**src/rtl/rme_pkg.sv**
```systemverilog
package rme_pkg;

  typedef enum logic [2:0] {
    ST_IDLE = 3'd0,
    ST_VLAN = 3'd1,
    ST_TSLO = 3'd2,
    ST_TSHI = 3'd3,
    ST_PAY  = 3'd4,
    ST_TAIL = 3'd5
  } rme_state_e;

  localparam int FLAG_VLAN_POS = 19;
  localparam int FLAG_TS_POS   = 15;
  localparam int FLAG_CSUM_POS = 12;

  function automatic logic [2:0] be_count(input logic [3:0] be);
    be_count = 3'(be[0]) + 3'(be[1]) + 3'(be[2]) + 3'(be[3]);
  endfunction

  function automatic logic [3:0] be_from_count(input logic [2:0] n);
    case (n)
      3'd1:    be_from_count = 4'b0001;
      3'd2:    be_from_count = 4'b0011;
      3'd3:    be_from_count = 4'b0111;
      default: be_from_count = 4'b1111;
    endcase
  endfunction

  function automatic logic [31:0] be_mask(input logic [3:0] be);
    be_mask = {{8{be[3]}}, {8{be[2]}}, {8{be[1]}}, {8{be[0]}}};
  endfunction

endpackage

```
**src/rtl/rme_fsm.sv**
```systemverilog
module rme_fsm
  import rme_pkg::*;
(
  input  logic       clk,
  input  logic       rst_n,
  input  logic       in_valid,
  input  logic       in_sop,
  input  logic       in_eop,
  input  logic [3:0] in_be,
  input  logic       en_vlan,
  input  logic       en_ts,
  input  logic       en_csum,
  input  logic       out_fire,
  output rme_state_e state,
  output logic       capture,
  output logic       vlan_on,
  output logic       ts_on,
  output logic       csum_on,
  output logic       sop_pend,
  output logic [2:0] last_nb
);

  rme_state_e state_q, state_d;
  logic       vlan_q, ts_q, csum_q, sop_q, sop_d;
  logic [2:0] nb_q;
  logic       last_ld;

  // next-state logic
  always_comb begin
    capture = (state_q == ST_IDLE) && in_valid && in_sop;
    last_ld = (state_q == ST_PAY) && out_fire && in_eop;
    state_d = state_q;
    case (state_q)
      ST_IDLE: if (capture) state_d = en_vlan ? ST_VLAN : (en_ts ? ST_TSLO : ST_PAY);
      ST_VLAN: if (out_fire) state_d = ts_q ? ST_TSLO : ST_PAY;
      ST_TSLO: if (out_fire) state_d = ST_TSHI;
      ST_TSHI: if (out_fire) state_d = ST_PAY;
      ST_PAY:  if (last_ld) state_d = csum_q ? ST_TAIL : ST_IDLE;
      ST_TAIL: if (out_fire) state_d = ST_IDLE;
      default: state_d = ST_IDLE;
    endcase
    sop_d = capture ? 1'b1 : (out_fire ? 1'b0 : sop_q);
  end

  // registers
  always_ff @(posedge clk or negedge rst_n) begin
    if (!rst_n) begin
      state_q <= ST_IDLE;
      sop_q   <= 1'b0;
      vlan_q  <= 1'b0;
      ts_q    <= 1'b0;
      csum_q  <= 1'b0;
      nb_q    <= 3'd4;
    end else begin
      state_q <= state_d;
      sop_q   <= sop_d;
      if (capture) begin
        vlan_q <= en_vlan;
        ts_q   <= en_ts;
        csum_q <= en_csum;
      end
      if (last_ld) nb_q <= be_count(in_be);
    end
  end

  assign state    = state_q;
  assign vlan_on  = vlan_q;
  assign ts_on    = ts_q;
  assign csum_on  = csum_q;
  assign sop_pend = sop_q;
  assign last_nb  = nb_q;

  // the upper time word is only ever entered from the lower one
  p_ts_order_r3: assert property (@(posedge clk) disable iff (!rst_n)
    (state_q == ST_TSHI) && ($past(state_q) != ST_TSHI) |-> $past(state_q) == ST_TSLO);

  // the start marker is carried by exactly one accepted word
  p_single_sop_r2: assert property (@(posedge clk) disable iff (!rst_n)
    out_fire && sop_q |=> !sop_q);

endmodule

```
**src/rtl/rme_datapath.sv**
```systemverilog
module rme_datapath
  import rme_pkg::*;
(
  input  logic        clk,
  input  logic        rst_n,
  input  rme_state_e  state,
  input  logic        capture,
  input  logic        csum_on,
  input  logic        sop_pend,
  input  logic [2:0]  last_nb,
  input  logic [31:0] vlan_word,
  input  logic [63:0] ts_value,
  input  logic [31:0] csum_word,
  input  logic        in_valid,
  input  logic [31:0] in_data,
  input  logic [3:0]  in_be,
  input  logic        in_sop,
  input  logic        in_eop,
  input  logic        out_ready,
  output logic        in_ready,
  output logic        out_valid,
  output logic [31:0] out_data,
  output logic [3:0]  out_be,
  output logic        out_sop,
  output logic        out_eop,
  output logic        out_fire
);

  logic [31:0] vlan_q, csum_q;
  logic [63:0] ts_q;
  logic [2:0]  in_nb;

  always_ff @(posedge clk or negedge rst_n) begin
    if (!rst_n) begin
      vlan_q <= '0;
      ts_q   <= '0;
      csum_q <= '0;
    end else if (capture) begin
      vlan_q <= vlan_word;
      ts_q   <= ts_value;
      csum_q <= csum_word;
    end
  end

  always_comb begin
    in_nb     = be_count(in_be);
    out_valid = 1'b0;
    out_data  = '0;
    out_be    = 4'b0000;
    out_eop   = 1'b0;
    in_ready  = 1'b0;
    case (state)
      ST_IDLE: in_ready = in_valid && !in_sop;
      ST_VLAN: begin
        out_valid = 1'b1;
        out_data  = vlan_q;
        out_be    = 4'b1111;
      end
      ST_TSLO: begin
        out_valid = 1'b1;
        out_data  = ts_q[31:0];
        out_be    = 4'b1111;
      end
      ST_TSHI: begin
        out_valid = 1'b1;
        out_data  = ts_q[63:32];
        out_be    = 4'b1111;
      end
      ST_PAY: begin
        out_valid = in_valid;
        in_ready  = out_ready;
        if (in_eop && csum_on) begin
          out_be   = 4'b1111;
          out_data = (in_nb == 3'd4) ? in_data
                   : ((in_data & be_mask(in_be)) | (csum_q << {in_nb, 3'b000}));
        end else begin
          out_data = in_data;
          out_be   = in_be;
          out_eop  = in_eop;
        end
      end
      ST_TAIL: begin
        out_valid = 1'b1;
        out_eop   = 1'b1;
        out_be    = be_from_count(last_nb);
        out_data  = (last_nb == 3'd4) ? csum_q : (csum_q >> {3'd4 - last_nb, 3'b000});
      end
      default: ;
    endcase
    out_sop  = sop_pend;
    out_fire = out_valid && out_ready;
  end

  // a stalled word holds until it is taken
  p_stall_hold_r10: assert property (@(posedge clk) disable iff (!rst_n)
    out_valid && !out_ready |=> out_valid && $stable(out_data) && $stable(out_be)
                                && $stable(out_sop) && $stable(out_eop));

  // a payload word is only taken together with an output transfer
  p_xfer_pair_r11: assert property (@(posedge clk) disable iff (!rst_n)
    in_valid && in_ready && (state != ST_IDLE) |-> out_valid && out_ready);

endmodule

```
**src/rtl/rme_len.sv**
```systemverilog
module rme_len
  import rme_pkg::*;
#(
  parameter int LEN_W = 12
) (
  input  logic             clk,
  input  logic             rst_n,
  input  logic             out_fire,
  input  logic [3:0]       out_be,
  input  logic             out_eop,
  input  logic             vlan_on,
  input  logic             ts_on,
  input  logic             csum_on,
  output logic             desc_valid,
  output logic [LEN_W-1:0] desc_len,
  output logic [31:0]      desc_flags
);

  logic [LEN_W-1:0] acc_q, acc_d, sum;
  logic [LEN_W-1:0] len_q;
  logic [31:0]      flags_q, flags_d;
  logic             dv_q, end_hit;

  always_comb begin
    sum     = acc_q + LEN_W'(be_count(out_be));
    end_hit = out_fire && out_eop;
    acc_d   = acc_q;
    if (out_fire) acc_d = end_hit ? '0 : sum;
    flags_d = '0;
    flags_d[FLAG_VLAN_POS] = vlan_on;
    flags_d[FLAG_TS_POS]   = ts_on;
    flags_d[FLAG_CSUM_POS] = csum_on;
  end

  always_ff @(posedge clk or negedge rst_n) begin
    if (!rst_n) begin
      acc_q   <= '0;
      len_q   <= '0;
      flags_q <= '0;
      dv_q    <= 1'b0;
    end else begin
      acc_q <= acc_d;
      dv_q  <= end_hit;
      if (end_hit) begin
        len_q   <= sum;
        flags_q <= flags_d;
      end
    end
  end

  assign desc_valid = dv_q;
  assign desc_len   = len_q;
  assign desc_flags = flags_q;

  // the descriptor pulse follows an accepted end word by one cycle
  p_desc_after_end_r7: assert property (@(posedge clk) disable iff (!rst_n)
    desc_valid |-> $past(out_fire && out_eop));

  // the pulse lasts a single cycle
  p_desc_pulse_r7: assert property (@(posedge clk) disable iff (!rst_n)
    desc_valid |=> !desc_valid);

endmodule

```
**src/rtl/rx_meta_encap.sv**
```systemverilog
module rx_meta_encap
  import rme_pkg::*;
#(
  parameter int LEN_W = 12
) (
  input  logic             clk,
  input  logic             rst_n,
  input  logic             in_valid,
  output logic             in_ready,
  input  logic [31:0]      in_data,
  input  logic [3:0]       in_be,
  input  logic             in_sop,
  input  logic             in_eop,
  input  logic             en_vlan,
  input  logic             en_ts,
  input  logic             en_csum,
  input  logic [31:0]      vlan_word,
  input  logic [63:0]      ts_value,
  input  logic [31:0]      csum_word,
  output logic             out_valid,
  input  logic             out_ready,
  output logic [31:0]      out_data,
  output logic [3:0]       out_be,
  output logic             out_sop,
  output logic             out_eop,
  output logic             desc_valid,
  output logic [LEN_W-1:0] desc_len,
  output logic [31:0]      desc_flags
);

  rme_state_e state;
  logic       capture, vlan_on, ts_on, csum_on, sop_pend, out_fire;
  logic [2:0] last_nb;

  rme_fsm u_fsm (
    .clk(clk), .rst_n(rst_n), .in_valid(in_valid), .in_sop(in_sop),
    .in_eop(in_eop), .in_be(in_be), .en_vlan(en_vlan), .en_ts(en_ts),
    .en_csum(en_csum), .out_fire(out_fire), .state(state), .capture(capture),
    .vlan_on(vlan_on), .ts_on(ts_on), .csum_on(csum_on), .sop_pend(sop_pend),
    .last_nb(last_nb)
  );

  rme_datapath u_dp (
    .clk(clk), .rst_n(rst_n), .state(state), .capture(capture),
    .csum_on(csum_on), .sop_pend(sop_pend), .last_nb(last_nb),
    .vlan_word(vlan_word), .ts_value(ts_value), .csum_word(csum_word),
    .in_valid(in_valid), .in_data(in_data), .in_be(in_be), .in_sop(in_sop),
    .in_eop(in_eop), .out_ready(out_ready), .in_ready(in_ready),
    .out_valid(out_valid), .out_data(out_data), .out_be(out_be),
    .out_sop(out_sop), .out_eop(out_eop), .out_fire(out_fire)
  );

  rme_len #(.LEN_W(LEN_W)) u_len (
    .clk(clk), .rst_n(rst_n), .out_fire(out_fire), .out_be(out_be),
    .out_eop(out_eop), .vlan_on(vlan_on), .ts_on(ts_on), .csum_on(csum_on),
    .desc_valid(desc_valid), .desc_len(desc_len), .desc_flags(desc_flags)
  );

endmodule

```
**config.mk**
```make
export PLATFORM = sky130hd
export DESIGN_NAME = rx_meta_encap
export DESIGN_NICKNAME = d
export VERILOG_FILES = /design/src/rtl/rme_pkg.sv /design/src/rtl/rme_fsm.sv /design/src/rtl/rme_datapath.sv /design/src/rtl/rme_len.sv /design/src/rtl/rx_meta_encap.sv
export SDC_FILE = /design/constraint.sdc
export NUM_CORES = 1
export LEC_CHECK = 0
export BUFFER_PORTS_ARGS = -buffer_cell sky130_fd_sc_hd__clkbuf_2
export CELL_PAD_IN_SITES_DETAIL_PLACEMENT = 0
export CELL_PAD_IN_SITES_GLOBAL_PLACEMENT = 2
export CORE_ASPECT_RATIO = 1.1
export CORE_MARGIN = 2
export CORE_UTILIZATION = 28
export DETAILED_ROUTE_END_ITERATION = 16
export PLACE_DENSITY = 0.85
export SLEW_MARGIN = 5
export SYNTH_ARGS = -nofsm -noshare
export SYNTH_HDL_FRONTEND = slang
export SYNTH_SLANG_ARGS = --single-unit
export TNS_END_PERCENT = 5
```
**constraint.sdc**
```tcl
create_clock -name clk -period 4.4 [get_ports clk]
set_clock_uncertainty 0.15 [all_clocks]
set_input_delay 1.1 -clock clk [delete_from_list [all_inputs] [get_ports clk]]
set_output_delay 1.1 -clock clk [all_outputs]
set_load 0.01 [all_outputs]
```
Yosys cells after proc, flatten, opt, wreduce, memory -nomap -nowiden
Index checks and enable logic that the tools add are counted.
Widths: inputs -> output; s select.

operators by class
  add/subtract/negate cells = 8
  equal/unequal tests = 16
  shift-type cells = 2
  mux-type cells = 25
  bitwise gates (word level) = 2
  reduce and logical (&&, ||, !) cells = 14

operators with widths
  operator            number
  $pmux 32 s5         1
  $mux 32             3
  $and 32x32->32      1
  $or 32x32->32       1
  $shl 32x6->32       1
  $shr 32x6->32       1
  $mux 3              10
  $pmux 4 s3          2
  $pmux 3 s6          1
  $add 12x3->12       1
  $add 3x1->3         4
  $eq 3x2->1 const B  4
  $eq 3x3->1 const B  4
  $mux 12             1
  $ne 2x2->1 const B  6
  $logic_and 1x1->1   8
  $eq 3x1->1 const B  2
  $pmux 1 s2          3
  $reduce_and 6->1    1
  $add 1x1->2         2
  $mux 4              1
  $reduce_or 4->1     1
  $logic_not 3->1     1
  $mux 1              3
  other kinds (4)     4

word-level totals
  flip-flop bits (word level) = 166
  input bits = 173
  output and inout port bits = 85
  logic and storage cells = 80

Depth between registers and ports, before layout
Gate-level depths: netlist of run 1.

  depth in word-level cells = 8
  depth in mapped cells = 16
  depth with buffers taken out = 14

Cells and area by module
A second synthesis of run 1 with hierarchy kept.

second synthesis, totals
  cell total of the unflattened synthesis = 913
  area, all modules = 9825.7 um^2

modules (own cells, without submodules)
  module        instances  cells an instance  area each (um^2)  seq. area each (um^2)
  rme_datapath  1          694                7578.5            3203.1
  rme_len       1          168                1645.3            700.7
  rme_fsm       1          51                 601.8             251.5

Least setup slack after synthesis of run 1
Ideal clock, no wire load.

  kind = input -> output
  start = in in_be[0]
  end = out out_data[19]
  arrival time = 3226 ps
  required time = 3150 ps
  path slack = -76 ps
  cell stages on the path = 10
  buffers on the path = 1
  path through = ha_1 inv_1 fa_1 inv_1 ha_1 buf_1 mux2_2 a22oi_1 o22ai_1 a211o_1

between the ends
  longest elaborated chain between the ends = 8
  elaborated cells on any way between the ends = 9
  those cells by class = 3 x add/sub; 1 x eq/ne; 1 x shift; 3 x mux; 1 x bitwise

ends and longest elaborated chain
  what                          line                 RTL
  start: declaration            rx_meta_encap.sv:11  input logic [3:0] in_be,
  $add 1x1->2 (*)               rme_pkg.sv:17        be_count = 3'(be[0]) + 3'(be[1]) + 3'(be[2]) + 3'(be[3]);
  $add 3x1->3 (*) (2 in a row)  rme_pkg.sv:17
  via u_dp.in_nb[1]             rme_datapath.sv:31   logic [2:0] in_nb;
  $shl 32x6->32                 rme_datapath.sv:75   : ((in_data & be_mask(in_be)) | (csum_q << {in_nb, 3'b000}));
  $or 32x32->32                 rme_datapath.sv:75
  $mux 32 (*)                   rme_datapath.sv:74   out_data = (in_nb == 3'd4) ? in_data
  $mux 32 (*)                   rme_datapath.sv:72   if (in_eop && csum_on) begin
  $pmux 32 s5 (*)               rme_datapath.sv:52   case (state)
  end: declaration              rx_meta_encap.sv:22  output logic [31:0] out_data,

Mark *: on every way through the listed nets, which the timed path passes. The rest lies on a longest branch.

Final worst setup path of run 1
  start = in in_be[0]
  end = out out_data[18]

The elaborated chain is that of the path after synthesis.

==> results of run 1 <==
-- report_power, final --
part           leakage [nW]  switching [mW]  internal [mW]
clock network         0.266           0.655          0.810
registers              2.08           0.627           2.20
logic                  3.77            2.65           1.93
total                  6.11            3.93           4.94
-- through the flow --
stage	worst slack, ns	hold slack [ns]	utilization, %	area [sq um]	setup TNS [ns]
final	-0.237	0.318	35.6	12100	-4.70
after global routing	-0.317	0.339	35.6	12100	-6.79
after CTS	-0.239	0.325	35.4	12100	-4.24
after detailed placement	-0.376	0.308	33.3	11400	-8.26
after global placement	-0.359	0.305	33.3	11400	-7.26
after floorplan	-0.0425	0.290	-	9750	-0.168
-- cell families after synthesis --
family,share of synthesized area (%)
AOI/OAI and AO/OA,17.0
and+or+nand+nor,20.8
xor gates and xnor gates,0.908
muxes,9.27
other,0.0389
DFF,43.1
buffers and inverters,6.82
adders and majority gates,2.05
-- flip-flops by register name (all words and copies together) (netlist names), 3 cells and up --
register and count:
u_len.desc_len 12, u_dp.vlan_q 32, u_len.acc_q 12, u_fsm.last_nb 3
u_dp.ts_q 64, u_len.desc_flags 3, u_fsm.state 3, u_dp.csum_q 32
-- critical path, stage by stage --
cell                       delay, ns
sky130_fd_sc_hd__clkbuf_8       0.12
sky130_fd_sc_hd__ha_4           0.25
sky130_fd_sc_hd__inv_2          0.03
sky130_fd_sc_hd__fa_2           0.35
sky130_fd_sc_hd__inv_2          0.07
sky130_fd_sc_hd__ha_4           0.18
sky130_fd_sc_hd__buf_12         0.14
sky130_fd_sc_hd__buf_6          0.12
sky130_fd_sc_hd__mux2_2         0.35
sky130_fd_sc_hd__a22oi_2        0.18
sky130_fd_sc_hd__o22ai_2        0.09
sky130_fd_sc_hd__a211o_1        0.26
sky130_fd_sc_hd__clkbuf_2       0.13
-- final timing paths --
kind | start | endpoint
min in group asynchronous | rst_n | u_len.desc_len[1]
hold reg to reg | u_dp.vlan_q[18] | u_dp.vlan_q[18]
setup / recovery | in_be[0] | out_data[18]
hold / removal | u_dp.vlan_q[18] | u_dp.vlan_q[18]
setup reg to reg | u_fsm.state[2] | u_len.desc_len[9]
max in group asynchronous | rst_n | u_fsm.last_nb[2]
-- per-layer routing --
layer / wire (microns) / global-route usage, % / part of all wire (%) / vias to the layer above
met3: 2140 / 4.12 / 6.1 / 53
met2: 17000 / 32.9 / 48 / 303
met1: 15000 / 25.4 / 43 / 4357
met5: 22 / 0 / 0.062 / -
li1: - / - / - / 4290
met4: 1020 / 6.53 / 2.9 / 4
-- area by class of cell --
type,count,share of cell area [%]
multi-input cells,872,41.8
flip-flops and latches,166,34.3
repair buffers,287,14.1
well taps,438,4.51
clock buffers,21,3.79
clock inverters,9,0.773
inverters,22,0.680
diodes,1,0.0206
-- layout by cell type, fill, tap and decap left out, types with 8 or more instances in the layout --
cell	synthesis	layout
sky130_fd_sc_hd__nand2_1	419	418
sky130_fd_sc_hd__nor2_1	23	22
sky130_fd_sc_hd__a221o_1	8	8
sky130_fd_sc_hd__nor3_1	11	10
sky130_fd_sc_hd__o21ai_0	31	22
sky130_fd_sc_hd__buf_4	32	50
sky130_fd_sc_hd__o2bb2ai_1	16	16
sky130_fd_sc_hd__inv_1	20	18
sky130_fd_sc_hd__mux2_2	43	41
sky130_fd_sc_hd__conb_1	1	29
sky130_fd_sc_hd__a22oi_1	24	18
sky130_fd_sc_hd__a2bb2oi_1	8	8
sky130_fd_sc_hd__o21ai_1	2	9
sky130_fd_sc_hd__clkbuf_16	0	17
sky130_fd_sc_hd__mux2i_1	41	39
sky130_fd_sc_hd__ha_1	11	9
sky130_fd_sc_hd__a22o_1	8	8
sky130_fd_sc_hd__a211o_1	26	26
sky130_fd_sc_hd__a21oi_1	68	68
sky130_fd_sc_hd__xnor2_1	9	9
sky130_fd_sc_hd__dfrtp_1	165	162
sky130_fd_sc_hd__a211oi_1	15	15
sky130_fd_sc_hd__clkbuf_2	1	222
-- what timing repair did --
item | in CTS | in global routing
cloned | 1 | 0
pin swaps | 13 | 7
buffers inserted | 2 | 0
endpoints found under the setup margin | 32 | 35
gates resized for setup | 25 | 20
==> flow_metrics.env, run 1 <==
export IMPL_timing_worst_setup_path_type="input pin to primary output"
export IMPL_postSynthAreaPerCell_sq_um=8.46
export IMPL_synth_top_cells_by_area="sky130_fd_sc_hd__dfrtp_1 (43%), sky130_fd_sc_hd__nand2_1 (16%), sky130_fd_sc_hd__mux2_2 (5.0%), sky130_fd_sc_hd__mux2i_1 (4.3%), sky130_fd_sc_hd__a21oi_1 (3.5%)"
export IMPL_dieArea_sq_um=36000
export IMPL_max_clock_freq_ghz=0.216
export IMPL_synth_async_sr_flop_share_pct=100
export IMPL_synth_cell_type_count=60
export IMPL_netlist_instances=1141
export IMPL_total_power_mw=8.87
export IMPL_r2r_slack_ns=0.43
export IMPL_r2r_worst_path_cells=13
export IMPL_post_cts_hold_buffer_count=0
export IMPL_first_global_vias=8955
export IMPL_tightestPinTransition_ns=0.830
export IMPL_post_route_cells_drive_above_1_share_pct=28.5
export IMPL_vias_per_cell=4.96
export IMPL_cts_clk_slew_worst_paths_ns=0.06
export IMPL_grt_antenna_before_repair=3
export IMPL_stdcell_count=1816
export IMPL_routedWlPerCell_microns=19.4
export IMPL_post_synth_top_area_cell="sky130_fd_sc_hd__dfrtp_1"
export IMPL_run_status="finished with violations"
export IMPL_critical_path_max_fanout=8
export IMPL_slew_violations=0
export IMPL_final_critical_path_setup_slack_ns=-0.237
export IMPL_endpoint_class_of_the_critical_path="primary output"
export IMPL_cp_start_kind="input pin"
export IMPL_synthesis_area_sq_um=9650
export IMPL_num_fill_cells=3626
export IMPL_fin_crit_sh_pct=105
export IMPL_synth_most_common_cell="sky130_fd_sc_hd__nand2_1"
export IMPL_yosys_warnings=0
export IMPL_leak_pwr_nw=6.11
export IMPL_most_instantiated_cells_after_synthesis="sky130_fd_sc_hd__nand2_1 (419), sky130_fd_sc_hd__dfrtp_1 (165), sky130_fd_sc_hd__a21oi_1 (68)"
export IMPL_clkLatencyLatePin_ns=0.43
export IMPL_worstHoldPathCells=2
export IMPL_effective_utilization_at_floorplan_pct=28.3
export IMPL_areal_power_density_over_the_cells_nw_per_um2=730
export IMPL_finish_stage_setup_viols=32
export IMPL_total_drc_errors_in_the_routed_layout=0
export IMPL_floorplan_die_width_microns=181
export IMPL_chipHeight_microns=199
export IMPL_failing_checks="negative setup slack"
export IMPL_cts_root_buffer="sky130_fd_sc_hd__clkbuf_16"
export IMPL_post_place_cells=1782
export IMPL_area_growth_synth_to_final_pct=25.8
export IMPL_io_pins=258
export IMPL_worst_vdd_drop_v=0.000274
export IMPL_ys_flop_type="sky130_fd_sc_hd__dfrtp_1"
export IMPL_multiInputGateArea_sq_um=5080
export IMPL_cts_htree_levels=4
export IMPL_gpl_final_weighted_congestion=0.925
export IMPL_synth_ff_latch_count=166
export IMPL_cts_tree="done"
export IMPL_drt_pass1_iter_count=6
export IMPL_cts_num_sinks=166
export IMPL_ys_seq_area_share_pct=43.1
export IMPL_drt_iter0_markers=632
export IMPL_grt_start_max_net_pins=135
export IMPL_max_slew_margin_pct=44.7
export IMPL_core_rowCount=71
export IMPL_final_hold_viol_count=0
export IMPL_max_cap_viol_count=0
export IMPL_port_buffers=228
export IMPL_globalRouteTotalUtil_pct=19.7
export IMPL_core_area_sq_um=34100
export IMPL_holdCritPathClass="flip-flop to flip-flop"
export IMPL_routed_via_count=9007
export IMPL_clock_tree_buffer_depth=2
export IMPL_unrepaired_setup_endpoints_after_global_routing="true"
export IMPL_synth_enable_flop_cells=0
export IMPL_seqCellArea_sq_um=4160
export IMPL_top_area_cell_type_share_of_the_netlist_area_pct=42.8
export IMPL_dp_final_hpwl_microns=25800
export IMPL_grt_overflow_total=0
export IMPL_antenna_violating_nets_post_route=0
export IMPL_post_route_min_period_ns=4.64
export IMPL_first_pass_grt_wire_length_microns=53800
export IMPL_wl_microns=35200
export IMPL_crit_arrival_ns=3.39
export IMPL_worst_ep_required_time_ns=3.15
export IMPL_tritoncts_buffers=17
export IMPL_fin_nets=1553
No activity file was read; power rests on OpenSTA's default activity.
==> run 2, diff against run 1 <==
--- a/config.mk
+++ b/config.mk
@@ -10,11 +10,12 @@
 export CELL_PAD_IN_SITES_GLOBAL_PLACEMENT = 2
 export CORE_ASPECT_RATIO = 1.1
 export CORE_MARGIN = 2
-export CORE_UTILIZATION = 28
+export CORE_UTILIZATION = 30
 export DETAILED_ROUTE_END_ITERATION = 16
-export PLACE_DENSITY = 0.85
+export PLACE_DENSITY = 0.84
 export SLEW_MARGIN = 5
 export SYNTH_ARGS = -nofsm -noshare
 export SYNTH_HDL_FRONTEND = slang
+export SYNTH_HIERARCHICAL = 1
 export SYNTH_SLANG_ARGS = --single-unit
 export TNS_END_PERCENT = 5
==> run 2 against run 1 <==
Effect of this change:
- the run still ends with negative setup slack left
- sequential power up 7%
- synthesized cell count decreased by 20%
- non-clock buffer count is 19 lower
- sequential share of layout area down 0.76 points
- sequential cell count unchanged
==> flow_metrics.env, run 2 <==
export IMPL_run_status="finished with violations"
export IMPL_failing_checks="negative setup slack"
export IMPL_critical_path_slowest_cell="sky130_fd_sc_hd__fa_1"
export IMPL_dieArea_sq_um=34200
export IMPL_final_hold_viol_count=0
export IMPL_post_cts_hold_buffer_count=0
export IMPL_post_route_cells_drive_above_1_share_pct=47.6
export IMPL_cell_breakdown_of_the_critical_path="clkbuf_16 -> inv_8 -> fa_1 -> inv_1 -> ha_2 -> ha_4 -> buf_12 -> mux2i_4 -> and2_1 -> o32ai_1 -> a221o_1 -> clkbuf_2"
export IMPL_dp_final_hpwl_microns=24300
export IMPL_r2r_worst_path_cells=15
export IMPL_num_fill_cells=3219
export IMPL_share_comb_of_total_power_pct=49.8
export IMPL_postSynthAreaPerCell_sq_um=10.8
export IMPL_area_growth_synth_to_final_pct=26.3
export IMPL_globalRouteTotalUtil_pct=18.9
export IMPL_worst_ep_required_time_ns=3.15
export IMPL_max_slew_margin_pct=44.3
export IMPL_areal_power_density_over_the_cells_nw_per_um2=733
export IMPL_core_rowCount=69
export IMPL_post_synthesis_compound_gate_area_fraction_pct=17.7
export IMPL_floorplan_die_width_microns=177
export IMPL_endpoint_class_of_the_critical_path="primary output"
export IMPL_antenna_cells=0
export IMPL_gpl_final_weighted_congestion=0.876
export IMPL_seqCellArea_sq_um=4160
export IMPL_synth_ff_latch_count=166
export IMPL_grt_antenna_before_repair=3
export IMPL_effective_utilization_at_floorplan_pct=30.4
export IMPL_p_sw_share_pct=42.1
export IMPL_power_share_sequential_pct=33.2
export IMPL_cts_clk_slew_worst_paths_ns=0.07
export IMPL_ys_flop_type="sky130_fd_sc_hd__dfrtp_1"
export IMPL_final_critical_path_setup_slack_ns=-0.313
export IMPL_routedWlPerCell_microns=21.0
export IMPL_most_instantiated_cells_after_synthesis="sky130_fd_sc_hd__mux2_2 (185), sky130_fd_sc_hd__dfrtp_1 (165), sky130_fd_sc_hd__o21ai_0 (66)"
export IMPL_worst_hold_slack_after_final_layout_ns=0.337
export IMPL_synth_most_common_cell="sky130_fd_sc_hd__mux2_2"
export IMPL_registers_top_by_ff_count="u_dp/ts_q"
export IMPL_grt_busiest_layer="met2"
export IMPL_fin_area_sq_um=12400
export IMPL_post_synth_mux_area_share_pct=22.2
export IMPL_first_pass_grt_wire_length_microns=48800
export IMPL_cts_post_setup_buffers_inserted=0
export IMPL_clock_tree_buffer_depth=2
export IMPL_stdcell_count=1569
export IMPL_yosys_warnings=6
export IMPL_fin_crit_sh_pct=107
export IMPL_drt_iter0_markers=487
export IMPL_cts_htree_levels=4
export IMPL_biggestRegsByFlops="u_dp/ts_q (64), u_dp/csum_q (32), u_dp/vlan_q (32)"
export IMPL_finalCoreUtilization_pct=38.4
export IMPL_met1_use_gr_pct=24.2
export IMPL_synth_enable_flop_cells=0
export IMPL_port_buffers=228
export IMPL_unrepaired_setup_endpoints_after_global_routing="true"
export IMPL_crit_arrival_ns=3.46
export IMPL_dominant_combinational_cell_family_by_area_after_synthesis="multiplexers"
export IMPL_post_place_cells=1538
export IMPL_net_switching_power_figure_mw=3.84
export IMPL_max_cap_viol_count=0
export IMPL_placedInstanceArea_sq_um=11500
export IMPL_total_drc_errors_in_the_routed_layout=0
export IMPL_critical_path_max_stage_delay_ns=0.49
export IMPL_mostFrequentLayoutCells="sky130_fd_sc_hd__clkbuf_2 (213), sky130_fd_sc_hd__mux2_2 (185), sky130_fd_sc_hd__dfrtp_1 (163)"
export IMPL_finish_stage_setup_viols=32
export IMPL_slew_violations=0
export IMPL_critical_path_max_fanout=6
export IMPL_leak_pwr_nw=5.50
export IMPL_ys_seq_area_share_pct=42.3
export IMPL_synth_top_cells_by_area="sky130_fd_sc_hd__dfrtp_1 (42%), sky130_fd_sc_hd__mux2_2 (21%), sky130_fd_sc_hd__o21ai_0 (3.4%), sky130_fd_sc_hd__a22oi_1 (2.5%), sky130_fd_sc_hd__buf_4 (2.3%)"
export IMPL_synth_simple_gate_area_share_pct=8.21
export IMPL_clkLatencyLatePin_ns=0.44
export IMPL_wl_microns=32900
export IMPL_first_global_vias=7964
export IMPL_tightestPinTransition_ns=0.835
export IMPL_grt_overflow_total=0
export IMPL_cts_root_buffer="sky130_fd_sc_hd__clkbuf_16"
export IMPL_timing_worst_setup_path_type="input pin to primary output"
export IMPL_core_area_sq_um=32300
export IMPL_chipHeight_microns=194
export IMPL_cts_num_sinks=166
export IMPL_synth_cell_type_count=68
export IMPL_met3_usage_pct=4.82
export IMPL_drt_pass1_iter_count=5
export IMPL_grt_util_met2_pct=30.9
export IMPL_max_clock_freq_ghz=0.212
export IMPL_post_synth_xor_area_fraction_pct=0.802
export IMPL_cp_start_kind="input pin"
export IMPL_vias_per_cell=5.15
export IMPL_io_pins=258
export IMPL_synth_async_sr_flop_share_pct=100
export IMPL_tritoncts_buffers=17
export IMPL_routed_via_count=8075
export IMPL_cts_tree="done"
export IMPL_worst_vdd_drop_v=0.000319
export IMPL_post_synth_top_area_cell="sky130_fd_sc_hd__dfrtp_1"
export IMPL_holdCritPathClass="flip-flop to flip-flop"
export IMPL_multiInputGateArea_sq_um=5450
export IMPL_synthesis_area_sq_um=9830
export IMPL_top_area_cell_type_share_of_the_netlist_area_pct=42.0
export IMPL_netlist_instances=913
export IMPL_fin_nets=1318
export IMPL_grt_start_max_net_pins=129
export IMPL_cell_internal_pwr_mw=5.27
export IMPL_leading_cell_type_in_the_layout_fill_and_taps_excluded="sky130_fd_sc_hd__clkbuf_2"
export IMPL_power_share_clock_pct=16.9
export IMPL_worstHoldPathCells=2
export IMPL_synth_fa_ha_area_share_pct=2.29
export IMPL_antenna_violating_nets_post_route=0
export IMPL_max_reg_flops=64
export IMPL_post_route_min_period_ns=4.71
## run 2: cell types whose count changed after synthesis, moves of 14 or more
cell                      previous run  this run
sky130_fd_sc_hd__mux2i_1            41         8
sky130_fd_sc_hd__a21oi_1            68        40
sky130_fd_sc_hd__o21ai_0            31        66
sky130_fd_sc_hd__buf_2              30         6
sky130_fd_sc_hd__or3_1               0        14
sky130_fd_sc_hd__nand2_1           419        53
sky130_fd_sc_hd__mux2_2             43       185
sky130_fd_sc_hd__and2_1              2        17
## run 2: cell families (layout without fill, tap and decap cells)
kind of cell | after synthesis | after routing
flops | 166 | 166
compound gates | 254 | 254
simple gates | 149 | 149
other cells | 1 | 29
mux | 195 | 195
fa+ha+maj | 15 | 15
buf+inv | 124 | 326
xor+xnor | 9 | 9
## run 2: worst paths after layout
check                             startpoint                end  slack (ns)
setup / recovery                    in_be[3]       out_data[24]       -0.31
hold / removal             u_len/desc_len[2]  u_len/desc_len[2]        0.34
setup reg to reg            u_fsm/last_nb[0]  u_len/desc_len[8]        0.42
hold reg to reg            u_len/desc_len[2]  u_len/desc_len[2]        0.34
max in group asynchronous              rst_n      u_dp/ts_q[16]        2.64
min in group asynchronous              rst_n      u_dp/ts_q[29]        0.59
## run 2: cell type report
type / instances / area share [%]
clock inverters: 14 / 1.36
flip-flops and latches: 166 / 33.5
multi-input cells: 651 / 43.9
clock buffers: 18 / 3.46
well taps: 426 / 4.29
inverters: 26 / 0.847
repair buffers: 268 / 12.7
## run 2: power groups by stage
stage               Sequential (mW)  Clock (mW)  Combinational [mW]
floorplan                      2.66           0                3.04
global placement               2.97           0                4.27
detailed placement             3.00           0                4.31
CTS                            2.98        1.59                4.42
global route                   3.10        1.66                4.92
finish                         3.02        1.54                4.54
## run 2: timing repair
item | 4_1_cts | 5_1_grt
resized for setup | 33 | 50
pin swaps | 12 | 16
endpoints found under the setup margin | 32 | 32
## run 2: critical path: cells and delay by family
kind | cells | cell delay [ns]
fa+ha+maj | 3 | 1.03
buf+inv | 5 | 0.47
compound gates | 2 | 0.43
mux | 1 | 0.23
simple gates | 1 | 0.18
## run 2: per-stage QoR
| stage | TNS [ns] | power (mW) | worst slack (ns) |
|---|---|---|---|
| finish | -7.67 | 9.10 | -0.313 |
| global route | -10.59 | 9.69 | -0.393 |
| CTS | -8.65 | 9.00 | -0.325 |
| detailed placement | -11.11 | 7.31 | -0.443 |
| global placement | -10.38 | 7.24 | -0.401 |
| floorplan | -1.34 | 5.70 | -0.0947 |
## run 2: per-layer routing
| layer | vias to the layer above | part of all wire [%] |
|---|---|---|
| li1 | 3739 | - |
| met1 | 4002 | 42 |
| met2 | 287 | 49 |
| met3 | 41 | 6.7 |
| met4 | 6 | 2.0 |
| met5 | - | 0.12 |
==> run 3, diff against run 2 <==
--- a/config.mk
+++ b/config.mk
@@ -10,9 +10,9 @@
 export CELL_PAD_IN_SITES_GLOBAL_PLACEMENT = 2
 export CORE_ASPECT_RATIO = 1.1
 export CORE_MARGIN = 2
-export CORE_UTILIZATION = 30
+export CORE_UTILIZATION = 34
 export DETAILED_ROUTE_END_ITERATION = 16
-export PLACE_DENSITY = 0.84
+export PLACE_DENSITY = 0.9
 export SLEW_MARGIN = 5
 export SYNTH_ARGS = -nofsm -noshare
 export SYNTH_HDL_FRONTEND = slang
==> constraint.sdc (replaced) <==
create_clock -name clk -period 4.95 [get_ports clk]
set_clock_uncertainty 0.15 [all_clocks]
set_input_delay 1.2375 -clock clk [delete_from_list [all_inputs] [get_ports clk]]
set_output_delay 1.2375 -clock clk [all_outputs]
set_load 0.01 [all_outputs]
==> run 3 against run 2 <==
Effect of this change:
- largest power group unchanged
- the flow still finishes with violations (negative setup slack)
- first-iteration DRC count increased by 45%
- non-clock buffer count decreased by 5
- routed wire length decreased by 4.3%
==> flow_metrics.env, run 3 (synthesis results as in run 2) <==
export IMPL_run_status="finished with violations"
export IMPL_failing_checks="negative setup slack"
export IMPL_tightestPinTransition_ns=0.940
export IMPL_final_critical_path_setup_slack_ns=-0.0499
export IMPL_gpl_final_weighted_congestion=0.862
export IMPL_timing_worst_setup_path_type="input pin to primary output"
export IMPL_wl_microns=31500
export IMPL_chipHeight_microns=182
export IMPL_critical_path_top_delay_family="adder cells"
export IMPL_antenna_cells=0
export IMPL_floorplan_die_width_microns=166
export IMPL_leak_pwr_nw=5.45
export IMPL_grt_overflow_total=0
export IMPL_share_comb_of_total_power_pct=49.3
export IMPL_port_buffers=228
export IMPL_mostFrequentLayoutCells="sky130_fd_sc_hd__clkbuf_2 (214), sky130_fd_sc_hd__mux2_2 (185), sky130_fd_sc_hd__dfrtp_1 (163)"
export IMPL_seqCellArea_sq_um=4160
export IMPL_final_hold_viol_count=0
export IMPL_worst_hold_slack_after_final_layout_ns=0.341
export IMPL_critical_path_max_stage_delay_ns=0.54
export IMPL_worst_vdd_drop_v=0.000315
export IMPL_max_cap_viol_count=0
export IMPL_tritoncts_buffers=17
export IMPL_net_switching_power_figure_mw=3.30
export IMPL_clock_tree_buffer_depth=2
export IMPL_registers_top_by_ff_count="u_dp/ts_q"
export IMPL_power_share_clock_pct=17.2
export IMPL_critical_path_max_fanout=6
export IMPL_multiInputGateArea_sq_um=5420
export IMPL_post_route_min_period_ns=5.00
export IMPL_routedWlPerCell_microns=20.9
export IMPL_cell_internal_pwr_mw=4.73
export IMPL_grt_start_max_net_pins=129
export IMPL_fin_crit_sh_pct=101
export IMPL_holdCritPathClass="flip-flop to flip-flop"
export IMPL_total_drc_errors_in_the_routed_layout=0
export IMPL_biggestRegsByFlops="u_dp/ts_q (64), u_dp/csum_q (32), u_dp/vlan_q (32)"
export IMPL_unrepaired_setup_endpoints_after_global_routing="true"
export IMPL_first_global_vias=8092
export IMPL_p_sw_share_pct=41.1
export IMPL_clkLatencyLatePin_ns=0.43
export IMPL_areal_power_density_over_the_cells_nw_per_um2=655
export IMPL_post_cts_hold_buffer_count=0
export IMPL_drt_pass1_iter_count=5
export IMPL_cts_root_buffer="sky130_fd_sc_hd__clkbuf_16"
export IMPL_leading_cell_type_in_the_layout_fill_and_taps_excluded="sky130_fd_sc_hd__clkbuf_2"
export IMPL_dp_final_hpwl_microns=23200
export IMPL_globalRouteTotalUtil_pct=20.5
export IMPL_post_route_cells_drive_above_1_share_pct=47.1
export IMPL_io_pins=258
export IMPL_critical_path_slowest_cell="sky130_fd_sc_hd__fa_1"
export IMPL_worst_ep_required_time_ns=3.56
export IMPL_crit_arrival_ns=3.61
export IMPL_first_pass_grt_wire_length_microns=48000
export IMPL_power_share_sequential_pct=33.5
export IMPL_effective_utilization_at_floorplan_pct=34.4
export IMPL_cts_tree="done"
export IMPL_antenna_violating_nets_post_route=0
export IMPL_grt_antenna_before_repair=2
export IMPL_vias_per_cell=5.39
export IMPL_fin_area_sq_um=12300
export IMPL_core_rowCount=65
export IMPL_cts_num_sinks=166
export IMPL_area_growth_synth_to_final_pct=24.8
export IMPL_dieArea_sq_um=30300
export IMPL_num_fill_cells=2734
export IMPL_cell_breakdown_of_the_critical_path="buf_6 -> inv_2 -> fa_1 -> inv_2 -> ha_4 -> ha_4 -> buf_12 -> mux2i_4 -> buf_6 -> a2bb2oi_4 -> o22ai_1 -> a211o_1 -> clkbuf_2"
export IMPL_r2r_slack_ns=0.75
export IMPL_max_clock_freq_ghz=0.200
export IMPL_pre_cts_ws_ns=-0.258
export IMPL_max_reg_flops=64
export IMPL_core_area_sq_um=28500
export IMPL_crit_path_buf_inv_count=6
export IMPL_cts_htree_levels=4
export IMPL_placedInstanceArea_sq_um=11400
export IMPL_drt_iter0_markers=706
export IMPL_slew_violations=0
export IMPL_cts_clk_slew_worst_paths_ns=0.07
export IMPL_fin_nets=1313
export IMPL_total_power_mw=8.03
export IMPL_max_slew_margin_pct=37.1
export IMPL_routed_via_count=8110
export IMPL_endpoint_class_of_the_critical_path="primary output"
export IMPL_finish_stage_setup_viols=8
export IMPL_cp_start_kind="input pin"
==> run 3: changes by cell type in the layout (fill, tap and decap cells not counted), moves of 3 or more <==
cell / previous run / this run
sky130_fd_sc_hd__o2bb2ai_2: 6 / 0
sky130_fd_sc_hd__o32ai_1: 8 / 5
sky130_fd_sc_hd__buf_4: 33 / 29
sky130_fd_sc_hd__o32ai_2: 0 / 3
sky130_fd_sc_hd__o2bb2ai_1: 3 / 10
sky130_fd_sc_hd__inv_8: 5 / 1
sky130_fd_sc_hd__mux2i_4: 7 / 4
sky130_fd_sc_hd__clkinv_4: 0 / 4
sky130_fd_sc_hd__and2_1: 10 / 14
sky130_fd_sc_hd__mux2i_2: 1 / 4
sky130_fd_sc_hd__and2_4: 7 / 3
sky130_fd_sc_hd__inv_6: 7 / 3
==> run 3: power by group through the flow <==
stage               combinational, mW  sequential [mW]  clock (mW)
floorplan                        2.69             2.36           0
global placement                 3.71             2.64           0
detailed placement               3.76             2.67           0
CTS                              3.90             2.68        1.42
global route                     4.31             2.76        1.47
finish                           3.96             2.69        1.38
==> run 3: final timing paths <==
path	from	end	cells after the start
max in group asynchronous	rst_n	u_dp/ts_q[50]	2
setup reg to reg	u_fsm/state[1]	u_len/desc_len[8]	11
min in group asynchronous	rst_n	u_dp/ts_q[61]	1
hold / removal	u_len/desc_len[7]	u_len/desc_len[7]	2
hold reg to reg	u_len/desc_len[7]	u_len/desc_len[7]	2
setup / recovery	in_be[1]	out_data[18]	13
==> run 3: routing by layer <==
layer	vias up	track usage, %	routed length (microns)
met5	-	0	27
met4	4	8.31	997
met3	60	5.47	2230
met2	319	34.1	15100
met1	3985	25.4	13100
li1	3742	-	-
==> run 3: through the flow <==
step           util [%]  instances  setup TNS (ns)
2_1_floorplan         -        941         -0.0184
3_3_place_gp       39.8       1475           -4.57
3_5_place_dp       39.8       1475           -4.94
4_1_cts            42.7       1508           -1.13
5_1_grt            43.0       1506           -1.75
6_report           43.0       1506          -0.248
==> run 3: tightest hold or removal path, stage by stage, from the launching register on <==
cell	delay (ns)
sky130_fd_sc_hd__dfrtp_1	0.35
sky130_fd_sc_hd__nand2_1	0.05
sky130_fd_sc_hd__o21ai_0	0.06
==> run 3: repair_timing <==
| item | in CTS | in global routing |
|---|---|---|
| setup buffers | 1 | 0 |
| gates resized for setup | 40 | 39 |
| cloned | 1 | 0 |
| setup endpoints to repair | 32 | 32 |
| pin swaps | 22 | 15 |
==> run 3: area by class of cell <==
type / count / share of cell area [%]
flip-flops and latches: 166 / 33.9
multi-input cells: 651 / 44.2
clock inverters: 11 / 1.14
inverters: 26 / 0.796
repair buffers: 263 / 12.4
clock buffers: 21 / 3.84
well taps: 368 / 3.76
